$ cat src/rtl/ind_ea_pkg.sv
package ind_ea_pkg;

    localparam int EA_ADDR_W = 24;
    localparam int EA_PTR_W  = 16;
    localparam int EA_BYTE_W = 8;

    typedef enum logic [2:0] {
        M_ABS_IND     = 3'd0,
        M_ABS_X_IND   = 3'd1,
        M_DP_IND      = 3'd2,
        M_DP_IND_LONG = 3'd3,
        M_PC_REL_LONG = 3'd4
    } mode_e;

    typedef enum logic [3:0] {
        S_IDLE,
        S_OP_LO,
        S_OP_HI,
        S_CALC,
        S_PTR0,
        S_PTR1,
        S_PTR2,
        S_FIN,
        S_DONE
    } state_e;

    function automatic logic mode_known(input logic [2:0] m);
        return m <= 3'd4;
    endfunction

    function automatic logic two_byte_operand(input mode_e m);
        return (m == M_ABS_IND) || (m == M_ABS_X_IND) || (m == M_PC_REL_LONG);
    endfunction

endpackage

$ cat src/rtl/ind_ea_ptr.sv
module ind_ea_ptr
    import ind_ea_pkg::*;
#(
    parameter int PTR_W = EA_PTR_W
) (
    input  mode_e             mode,
    input  logic [PTR_W-1:0]  operand,
    input  logic [PTR_W-1:0]  idx_x,
    input  logic [PTR_W-1:0]  dp_base,
    output logic [PTR_W-1:0]  ptr
);

    // Sums are PTR_W wide, so they wrap inside bank zero.
    always_comb begin
        case (mode)
            M_ABS_X_IND:   ptr = operand + idx_x;
            M_DP_IND,
            M_DP_IND_LONG: ptr = dp_base + operand;
            default:       ptr = operand;
        endcase
    end

endmodule

$ cat src/rtl/ind_ea_compose.sv
module ind_ea_compose
    import ind_ea_pkg::*;
#(
    parameter int ADDR_W = EA_ADDR_W,
    parameter int PTR_W  = EA_PTR_W,
    parameter int BYTE_W = EA_BYTE_W
) (
    input  mode_e              mode,
    input  logic [BYTE_W-1:0]  b0,
    input  logic [BYTE_W-1:0]  b1,
    input  logic [BYTE_W-1:0]  b2,
    input  logic [BYTE_W-1:0]  bank,
    input  logic [ADDR_W-1:0]  pc_cur,
    input  logic [PTR_W-1:0]   operand,
    output logic [ADDR_W-1:0]  ea
);

    localparam int BANK_W = ADDR_W - PTR_W;

    logic [ADDR_W-1:0] rel_offset;
    assign rel_offset = {{BANK_W{operand[PTR_W-1]}}, operand};

    always_comb begin
        case (mode)
            M_DP_IND:      ea = {bank, b1, b0};
            M_DP_IND_LONG: ea = {b2, b1, b0};
            M_PC_REL_LONG: ea = pc_cur + rel_offset;
            default:       ea = {{BANK_W{1'b0}}, b1, b0};
        endcase
    end

endmodule

$ cat src/rtl/ind_ea_seq.sv
module ind_ea_seq
    import ind_ea_pkg::*;
#(
    parameter int ADDR_W = EA_ADDR_W,
    parameter int PTR_W  = EA_PTR_W,
    parameter int BYTE_W = EA_BYTE_W
) (
    input  logic              clk,
    input  logic              rst,
    input  logic              start,
    input  logic [2:0]        mode,
    input  logic [ADDR_W-1:0] pc_in,
    input  logic [PTR_W-1:0]  d_reg,
    input  logic [PTR_W-1:0]  x_reg,
    input  logic [BYTE_W-1:0] dbr,
    output logic              mem_req,
    output logic [ADDR_W-1:0] mem_addr,
    input  logic [BYTE_W-1:0] mem_rdata,
    output logic              done,
    output logic [ADDR_W-1:0] ea,
    output logic [ADDR_W-1:0] pc_out
);

    localparam int BANK_W = ADDR_W - PTR_W;
    localparam int HI_W   = PTR_W - BYTE_W;
    localparam logic [PTR_W-1:0]  STEP1 = PTR_W'(1);
    localparam logic [PTR_W-1:0]  STEP2 = PTR_W'(2);
    localparam logic [ADDR_W-1:0] PC_INC = ADDR_W'(1);

    state_e            state_q, state_d;
    mode_e             mode_q;
    logic [ADDR_W-1:0] pc_q;
    logic [PTR_W-1:0]  d_q, x_q, ptr_q, op_q;
    logic [BYTE_W-1:0] op_lo_q, b0_q, b1_q, b2_q, dbr_q;

    logic              accept, two_byte, long_ptr, rel_mode;
    logic [PTR_W-1:0]  operand_now, ptr_next;

    assign accept   = (state_q == S_IDLE) && start && mode_known(mode);
    assign two_byte = two_byte_operand(mode_q);
    assign long_ptr = (mode_q == M_DP_IND_LONG);
    assign rel_mode = (mode_q == M_PC_REL_LONG);

    // In CALC the last operand byte is still on the read bus.
    assign operand_now = two_byte ? {mem_rdata, op_lo_q}
                                  : {{HI_W{1'b0}}, mem_rdata};

    ind_ea_ptr #(.PTR_W(PTR_W)) u_ptr (
        .mode    (mode_q),
        .operand (operand_now),
        .idx_x   (x_q),
        .dp_base (d_q),
        .ptr     (ptr_next)
    );

    ind_ea_compose #(.ADDR_W(ADDR_W), .PTR_W(PTR_W), .BYTE_W(BYTE_W)) u_compose (
        .mode    (mode_q),
        .b0      (b0_q),
        .b1      (b1_q),
        .b2      (b2_q),
        .bank    (dbr_q),
        .pc_cur  (pc_q),
        .operand (op_q),
        .ea      (ea)
    );

    assign pc_out = pc_q;

    // State register
    always_ff @(posedge clk) begin
        if (rst) state_q <= S_IDLE;
        else     state_q <= state_d;
    end

    // Next state
    always_comb begin
        state_d = state_q;
        unique case (state_q)
            S_IDLE:  state_d = accept   ? S_OP_LO : S_IDLE;
            S_OP_LO: state_d = two_byte ? S_OP_HI : S_CALC;
            S_OP_HI: state_d = S_CALC;
            S_CALC:  state_d = rel_mode ? S_DONE  : S_PTR0;
            S_PTR0:  state_d = S_PTR1;
            S_PTR1:  state_d = long_ptr ? S_PTR2  : S_FIN;
            S_PTR2:  state_d = S_FIN;
            S_FIN:   state_d = S_DONE;
            S_DONE:  state_d = S_IDLE;
            default: state_d = S_IDLE;
        endcase
    end

    // Datapath registers
    always_ff @(posedge clk) begin
        if (rst) begin
            mode_q  <= M_ABS_IND;
            pc_q    <= '0;
            d_q     <= '0;
            x_q     <= '0;
            dbr_q   <= '0;
            ptr_q   <= '0;
            op_q    <= '0;
            op_lo_q <= '0;
            b0_q    <= '0;
            b1_q    <= '0;
            b2_q    <= '0;
        end else begin
            unique case (state_q)
                S_IDLE: if (accept) begin
                    mode_q <= mode_e'(mode);
                    pc_q   <= pc_in;
                    d_q    <= d_reg;
                    x_q    <= x_reg;
                    dbr_q  <= dbr;
                end
                S_OP_LO: pc_q <= pc_q + PC_INC;
                S_OP_HI: begin
                    pc_q    <= pc_q + PC_INC;
                    op_lo_q <= mem_rdata;
                end
                S_CALC: begin
                    op_q  <= operand_now;
                    ptr_q <= ptr_next;
                end
                S_PTR1: b0_q <= mem_rdata;
                S_PTR2: b1_q <= mem_rdata;
                S_FIN: begin
                    if (long_ptr) b2_q <= mem_rdata;
                    else          b1_q <= mem_rdata;
                end
                default: ;
            endcase
        end
    end

    // Outputs
    always_comb begin
        mem_req  = 1'b0;
        mem_addr = '0;
        done     = 1'b0;
        unique case (state_q)
            S_OP_LO, S_OP_HI: begin
                mem_req  = 1'b1;
                mem_addr = pc_q;
            end
            S_PTR0: begin
                mem_req  = 1'b1;
                mem_addr = {{BANK_W{1'b0}}, ptr_q};
            end
            S_PTR1: begin
                mem_req  = 1'b1;
                mem_addr = {{BANK_W{1'b0}}, ptr_q + STEP1};
            end
            S_PTR2: begin
                mem_req  = 1'b1;
                mem_addr = {{BANK_W{1'b0}}, ptr_q + STEP2};
            end
            S_DONE:  done = 1'b1;
            default: ;
        endcase
    end

    // Assertions
    p_done_pulse_r11: assert property (@(posedge clk) disable iff (rst)
        done |=> !done);

    p_pc_step_r2: assert property (@(posedge clk) disable iff (rst)
        (state_q == S_OP_LO) |=> (pc_q == $past(pc_q) + PC_INC));

    p_ptr_step_r7: assert property (@(posedge clk) disable iff (rst)
        (state_q == S_PTR0) |=>
            (mem_addr == {{BANK_W{1'b0}}, $past(mem_addr[PTR_W-1:0]) + STEP1}));

    p_busy_start_r10: assert property (@(posedge clk) disable iff (rst)
        (state_q != S_IDLE && start) |=> ($stable(mode_q) && $stable(d_q)));

    p_reserved_mode_r10: assert property (@(posedge clk) disable iff (rst)
        (state_q == S_IDLE && start && mode > 3'd4) |=> (!mem_req && state_q == S_IDLE));

    p_dp_bank_r5: assert property (@(posedge clk) disable iff (rst)
        (done && mode_q == M_DP_IND) |-> (ea[ADDR_W-1:PTR_W] == dbr_q));

    p_req_states_r9: assert property (@(posedge clk) disable iff (rst)
        mem_req |-> (state_q inside {S_OP_LO, S_OP_HI, S_PTR0, S_PTR1, S_PTR2}));

endmodule

$ cat config.mk
export PLATFORM = sky130hd
export DESIGN_NAME = ind_ea_seq
export DESIGN_NICKNAME = d
export VERILOG_FILES = /design/src/rtl/ind_ea_pkg.sv /design/src/rtl/ind_ea_ptr.sv /design/src/rtl/ind_ea_compose.sv /design/src/rtl/ind_ea_seq.sv
export SDC_FILE = /design/constraint.sdc
export NUM_CORES = 1
export LEC_CHECK = 0
export BUFFER_PORTS_ARGS = -buffer_cell sky130_fd_sc_hd__buf_4
export CORE_MARGIN = 2
export CORE_UTILIZATION = 57
export DETAILED_ROUTE_END_ITERATION = 7
export PLACE_DENSITY = 0.91
export SLEW_MARGIN = 20
export SYNTH_ARGS = -nofsm -noshare
export SYNTH_HDL_FRONTEND = slang
export SYNTH_SLANG_ARGS = --single-unit
$ cat constraint.sdc
create_clock -name clk -period 3.6 [get_ports clk]
set_input_delay 0.36 -clock clk [delete_from_list [all_inputs] [get_ports clk]]
set_output_delay 0.36 -clock clk [all_outputs]
set_load 0.01 [all_outputs]
==> results.py, run 1 <==
metrics = {
    "pwr": {
        "leakagePower_nw": 4.38,
        "p_seq_share_pct": 39.1,
        "p_sw_mw": 1.42,
        "p_comb_share_pct": 24.5,
        "netSwitchingFraction_pct": 32.9,
        "clkPwrFrac_pct": 36.4,
        "peakVddDrop_uv": 347,
        "p_per_area_nw_per_um2": 413,
        "p_int_mw": 2.89,
    },
    "logic_synthesis": {
        "synth-seq-cells": 135,
        "ys_seq_area_share_pct": 31.6,
        "syn_area_um2": 8560,
        "syn_nets": 1282,
        "yosys_warnings": 0,
        "yosysUniqueCellTypes": 71,
        "async_flop_share_pct": 0,
        "postSynthCellCount": 1163,
        "avgSynthCellArea_um2": 7.36,
        "synth_edf_count": 0,
        "synth_flop_cell": "dfxtp_1",
    },
    "clock_network": {
        "cts_tree": "done",
        "clk_path_buf_depth": 2,
        "htreeDepth": 4,
        "path_clk_slew_ns": 0.06,
        "root_buffer": "clkbuf_16",
        "cts.sinks": 135,
        "numCtsBuffers": 17,
        "clk_latency_ns": 0.42,
    },
    "detailed_routing": {
        "drtPass1Iterations": 6,
        "vias": 9384,
        "ant_nets": 0,
        "drc": 0,
        "viasPerCell": 6.29,
        "wl_per_cell_um": 18.6,
        "drt_iter0_drc": 1098,
        "routed_wl_mm": 27.7,
    },
    "worst_setup_path": {
        "crit_required_ns": 3.24,
        "critPathKind": "reg -> out",
        "cp_top_family": "compound AO/OA/AOI/OAI gates",
        "cp_max_fo": 7,
        "crit_path_end_kind": "output port",
        "cpMaxStageDelayCell": "dfxtp_1",
        "crit_path_max_incr_delay_ns": 0.32,
        "worst_setup_path_start_kind": "register",
        "path_buf_inv": 2,
        "crit_top_cell": "buf_4",
        "arrival_ns": 3.08,
        "crit_chain": "buf_4 > ha_1 > a21oi_1 > nand4b_1 > a21oi_2 > o31ai_1 > a31o_2 > o21a_1 > o31ai_2 > xnor2_1 > o22ai_1 > buf_4",
    },
    "finish": {
        "final_cell_mix": "nand2_1, buf_4, dfxtp_1, a21oi_1, nor2_1",
        "syn_to_final_growth_pct": 22.0,
        "n_antenna_cell": 0,
        "nNetsFinal": 1414,
        "layout-drive-gt1-share_pct": 18.9,
        "stdcell_area_um2": 10400,
        "final_common_cell": "nand2_1",
    },
    "placed_design": {
        "place_area_um2": 9860,
        "hpwl_mm": 19.6,
        "port_buffers": 151,
        "gp_congestion": 0.948,
    },
    "floorplanning": {
        "die_x_um": 127,
        "initial_utilization_pct": 58.6,
        "die_h_um": 127,
        "std_cell_rows": 44,
        "top_level_ports": 152,
        "core_area_um2": 14600,
        "die_area_um2": 16000,
    },
    "worst_hold_path": {
        "hold_path.class": "in -> reg",
    },
    "sta": {
        "post-route-min-period_ns": 3.44,
        "fmax_mhz": 290,
        "final_hold_viol_count": 0,
        "setup_tns_ns": 0,
        "clock_skew_ns": 0.00998,
        "drv_slew": 0,
        "fin_hold_ws_ns": 0.187,
        "finalCritPeriodShare_pct": 95.7,
        "setup_viol": 0,
        "worstMarginPinSlew_ns": 1.07,
        "max_slew_margin_pct": 28.6,
    },
    "run": {
        "maxCapViolations": 0,
    },
    "global_routing": {
        "grt-ovfl-total": 0,
        "grt_pass1_wl_mm": 43.2,
        "grt.total_usage_pct": 33.6,
        "antenna_found_initial": 0,
        "grt_max_degree": 68,
        "grt_pass1_vias": 8532,
    },
    "status": {
        "status": "completed",
    },
}
path summary, 6_finish.rpt:
kind                            slack, ns  cells past startpoint      start   endpoint
worst max-delay path                 0.16                     12  pc_out[1]     ea[23]
worst min-delay path                 0.19                      3   pc_in[3]  pc_out[3]
worst max register to register       0.16                     14  mode_q[1]  ptr_q[12]
worst min register to register       0.45                      2   dbr_q[6]   dbr_q[6]
state kept, by name, summed over array words and instances (netlist names):
| name | count |
|---|---|
| d_q | 16 |
| dbr_q | 8 |
| b2_q | 8 |
| mode_q | 3 |
| b1_q | 8 |
| x_q | 16 |
| op_lo_q | 8 |
| ptr_q | 16 |
| op_q | 16 |
| pc_out | 24 |
| state_q | 4 |
| b0_q | 8 |
layer usage:
metal	GRT usage (%)	part of all wire, %
met2	54.0	46
met5	0	0
met3	6.96	11
met4	14.9	4.2
met1	43.8	39
cells in the mapped netlist, drive strengths merged, types with 4 or more instances:
cell / instances / area share [%]
and2: 16 / 1.2
nor3: 32 / 1.9
dfxtp: 135 / 32
clkbuf: 55 / 2.4
mux2i: 35 / 4.3
o22ai: 11 / 0.80
nand4: 9 / 0.66
o21bai: 5 / 0.44
nand2: 265 / 12
a21oi: 133 / 7.9
ha: 39 / 5.7
o21ai: 60 / 3.6
a21o: 9 / 0.79
a211oi: 17 / 1.6
xnor2: 28 / 2.9
o21a: 5 / 0.44
xor2: 27 / 2.8
nand3: 24 / 1.4
a21boi: 4 / 0.35
and3: 8 / 0.58
o31ai: 6 / 0.53
a221oi: 10 / 1.0
nand2b: 7 / 0.51
buf: 14 / 0.99
mux2: 5 / 0.70
nor2b: 9 / 0.75
a31oi: 10 / 0.88
nor4: 6 / 0.44
inv: 23 / 1.0
nor2: 106 / 4.7
cells by family (layout without fill, tap and decap cells):
logic type                 Yosys count  count (layout)  synth area share (%)
buffers and inverters               92             236                  4.42
muxes                               40              40                  5.03
and+or+nand+nor                    497             497                  25.1
xor gates and xnor gates            55              55                  5.63
adders and majority gates           41              41                  6.17
AOI/OAI and AO/OA                  303             303                  22.1
DFF                                135             135                  31.6
power groups by stage:
stage          Combinational [mW]  Sequential [mW]  Clock, mW
6_report                     1.06             1.69       1.57
5_1_grt                      1.15             1.70       1.64
4_1_cts                      1.03             1.68       1.57
3_5_place_dp                 1.02             1.71          0
3_3_place_gp                0.994             1.71          0
2_1_floorplan               0.652             1.69          0
stage by stage:
stage               total power, mW  setup slack, ns  utilization (%)  cells
global route                   4.48           -0.101             71.5   1491
floorplan                      2.35            0.318                -   1163
detailed placement             2.73            0.272             67.6   1458
CTS                            4.29           0.0229             71.3   1491
global placement               2.70            0.335             67.6   1458
finish                         4.31            0.155             71.5   1491
timing repair:
item | in CTS | in global routing
gates resized for setup | 2 | 11
cloned | 0 | 0
hold buffers | 0 | 0
setup buffers | 2 | 0
endpoints found under the setup margin | 2 | 5
pin swaps | 1 | 1
cell type report:
class	count	area [um2]
Clock inverter	10	75.1
Sequential cell	135	2700
Timing Repair Buffer	182	1370
Clock buffer	21	450
Fill cell	1149	4160
Inverter	23	86.3
Multi-Input combinational cell	936	5520
Tap cell	184	230
worst min-delay path, cell delays in order:
cell	delay (ns)
buf_4	0.08
a21oi_1	0.05
nor2_1	0.08
Note: power is estimated with default switching activity, not from simulation.
==> inputs of run 2 (changes only) <==
--- a/config.mk
+++ b/config.mk
@@ -7,10 +7,11 @@
 export LEC_CHECK = 0
 export BUFFER_PORTS_ARGS = -buffer_cell sky130_fd_sc_hd__buf_4
 export CORE_MARGIN = 2
-export CORE_UTILIZATION = 57
+export CORE_UTILIZATION = 58
 export DETAILED_ROUTE_END_ITERATION = 7
-export PLACE_DENSITY = 0.91
+export PLACE_DENSITY = 0.92
 export SLEW_MARGIN = 20
 export SYNTH_ARGS = -nofsm -noshare
 export SYNTH_HDL_FRONTEND = slang
+export SYNTH_HIERARCHICAL = 1
 export SYNTH_SLANG_ARGS = --single-unit
==> constraint.sdc (replaced) <==
create_clock -name clk -period 3.6 [get_ports clk]
set_input_delay 0.36 -clock clk [delete_from_list [all_inputs] [get_ports clk]]
set_output_delay 0.36 -clock clk [all_outputs]
set_load 0.005 [all_outputs]
==> results.py, run 2 <==
metrics = {
    "global_routing": {
        "grt-ovfl-total": 0,
        "grt_pass1_vias": 8917,
        "grt_max_degree": 68,
        "grt_pass1_wl_mm": 45.8,
        "antenna_found_initial": 0,
        "grt.total_usage_pct": 34.6,
    },
    "logic_synthesis": {
        "yosys.area.top_type": "dfxtp_1",
        "syn_area_um2": 9180,
        "synth-seq-cells": 135,
        "postSynthCellCount": 1218,
        "async_flop_share_pct": 0,
        "synth_edf_count": 0,
        "synth.area.top_cells": "dfxtp_1, nand2_1, a21oi_1",
        "synth_flop_cell": "dfxtp_1",
        "ys_seq_area_share_pct": 29.5,
        "avgSynthCellArea_um2": 7.53,
        "yosysUniqueCellTypes": 85,
        "syn_nets": 1341,
        "yosysMostFrequentCell": "nand2_1",
        "synth_common_cells": "nand2_1, a21oi_1, dfxtp_1",
        "yosys_warnings": 6,
        "synth_top_area_share_pct": 29.5,
    },
    "pwr": {
        "p_seq_share_pct": 34.2,
        "leakagePower_nw": 4.48,
        "peakVddDrop_uv": 376,
        "clkPwrFrac_pct": 37.1,
        "netSwitchingFraction_pct": 34.7,
        "p_sw_mw": 1.86,
        "p_per_area_nw_per_um2": 482,
        "p_comb_share_pct": 28.7,
        "p_int_mw": 3.49,
    },
    "detailed_routing": {
        "wl_per_cell_um": 18.7,
        "drt_iter0_drc": 1170,
        "routed_wl_mm": 29.1,
        "drc": 0,
        "viasPerCell": 6.25,
        "drtPass1Iterations": 6,
        "ant_nets": 0,
        "vias": 9732,
    },
    "finish": {
        "multi_input_area_um2": 6050,
        "n_antenna_cell": 0,
        "fin_cells": 1556,
        "final_cell_mix": "nand2_1, buf_4, a21oi_1, dfxtp_1, nor2_1",
        "layout.area.seq_um2": 2700,
        "nNetsFinal": 1455,
        "largest_register_ffs": 24,
        "nFillCells": 1231,
        "final_util_pct": 72.5,
        "stdcell_area_um2": 11100,
        "syn_to_final_growth_pct": 21.1,
        "final_common_cell": "nand2_1",
        "layout-drive-gt1-share_pct": 21.0,
    },
    "sta": {
        "drv_slew": 0,
        "worstMarginPinSlew_ns": 0.945,
        "setup_viol": 0,
        "post-route-min-period_ns": 3.42,
        "clock_skew_ns": 0.00690,
        "final_hold_viol_count": 0,
        "finalCritPeriodShare_pct": 94.9,
        "fin_hold_ws_ns": 0.148,
        "fmax_mhz": 293,
        "max_slew_margin_pct": 36.8,
        "rsz0062_at_grt": "false",
        "setup_tns_ns": 0,
    },
    "floorplanning": {
        "die_h_um": 130,
        "core_area_um2": 15300,
        "die_x_um": 130,
        "initial_utilization_pct": 59.9,
        "top_level_ports": 152,
        "std_cell_rows": 45,
        "die_area_um2": 16800,
    },
    "clock_network": {
        "cts.sinks": 135,
        "cts_tree": "done",
        "numCtsBuffers": 17,
        "hold_buffers": 0,
        "htreeDepth": 4,
        "root_buffer": "clkbuf_16",
        "clk_path_buf_depth": 2,
        "post_cts.repair.setup_buffers": 0,
        "ctsResizeCount": 0,
        "clk_latency_ns": 0.44,
        "path_clk_slew_ns": 0.06,
    },
    "worst_setup_path": {
        "cp_max_fo": 7,
        "crit_required_ns": 3.24,
        "arrival_ns": 3.06,
        "critPathKind": "reg -> out",
        "crit_path_end_kind": "output port",
        "worst_setup_path_start_kind": "register",
    },
    "run": {
        "maxCapViolations": 0,
    },
    "placed_design": {
        "hpwl_mm": 21.3,
        "gp_congestion": 0.971,
        "place_area_um2": 10400,
        "port_buffers": 151,
        "place_inst": 1524,
    },
    "status": {
        "status": "completed",
    },
    "worst_hold_path": {
        "hold_path.class": "in -> reg",
    },
}
-- run 2: cell count changes after synthesis, moves of 9 or more --
cell,change
inv_1,-9
a22oi_1,+11
mux2_2,+23
buf_2,+13
nand4_1,+16
a211oi_1,-9
a221oi_1,-10
nor2_1,-30
o21ai_0,-15
-- run 2: routing by layer --
metal | vias up | GRT usage, % | part of all wire (%)
met5 | - | 0 | 0
met4 | 0 | 19.9 | 6.3
met3 | 136 | 7.71 | 8.6
met2 | 562 | 55.6 | 46
met1 | 4482 | 42.8 | 39
li1 | 4552 | - | -
-- run 2: layout make-up --
cell class,instances,share of cell area (%)
clock buffers,17,3.83
clock inverters,15,2.17
inverters,16,0.541
multi-input cells,981,54.4
flip-flops and latches,135,24.3
well taps,211,2.38
repair buffers,181,12.3
-- run 2: worst paths after layout --
kind,cells past startpoint,to,slack [ns],start
worst min-delay path,3,pc_out[21],0.15,pc_in[21]
worst max-delay path,10,ea[22],0.18,pc_out[1]
worst max register to register,12,ptr_q[8],0.20,mode_q[1]
worst min register to register,2,x_q[10],0.45,x_q[10]
-- run 2: kinds of logic (layout without fill, tap and decap cells) --
logic type	count (synthesis)	after routing	share of synthesized area, %
buffers and inverters	102	229	4.85
and+or+nand+nor	507	507	25.0
adders and majority gates	45	45	6.30
muxes	56	56	6.48
xor gates and xnor gates	55	55	5.45
AOI/OAI and AO/OA	318	318	22.5
DFF	135	135	29.5
-- run 2: power by group through the flow --
stage	registers [mW]	clock network, mW	logic (mW)
2_1_floorplan	1.76	0	1.01
3_3_place_gp	1.84	0	1.46
3_5_place_dp	1.84	0	1.49
4_1_cts	1.81	2.00	1.50
5_1_grt	1.84	2.07	1.66
6_report	1.83	1.99	1.54
-- run 2: critical path: stages (launching register included) --
cell and delay, ns:
dfxtp_1 0.62, inv_1 0.13, fa_1 0.45, nand2b_1 0.19, a21oi_2 0.21, o211ai_2 0.14, o2bb2ai_2 0.17, o31ai_2 0.27
xnor2_1 0.15, o22ai_1 0.10, buf_4 0.18
-- run 2: through the flow --
stage                     power [mW]  worst slack (ns)
final                           5.35             0.184
after global routing            5.57            0.0549
after CTS                       5.31             0.233
after detailed placement        3.33             0.257
after global placement          3.30             0.356
after floorplan                 2.77             0.127
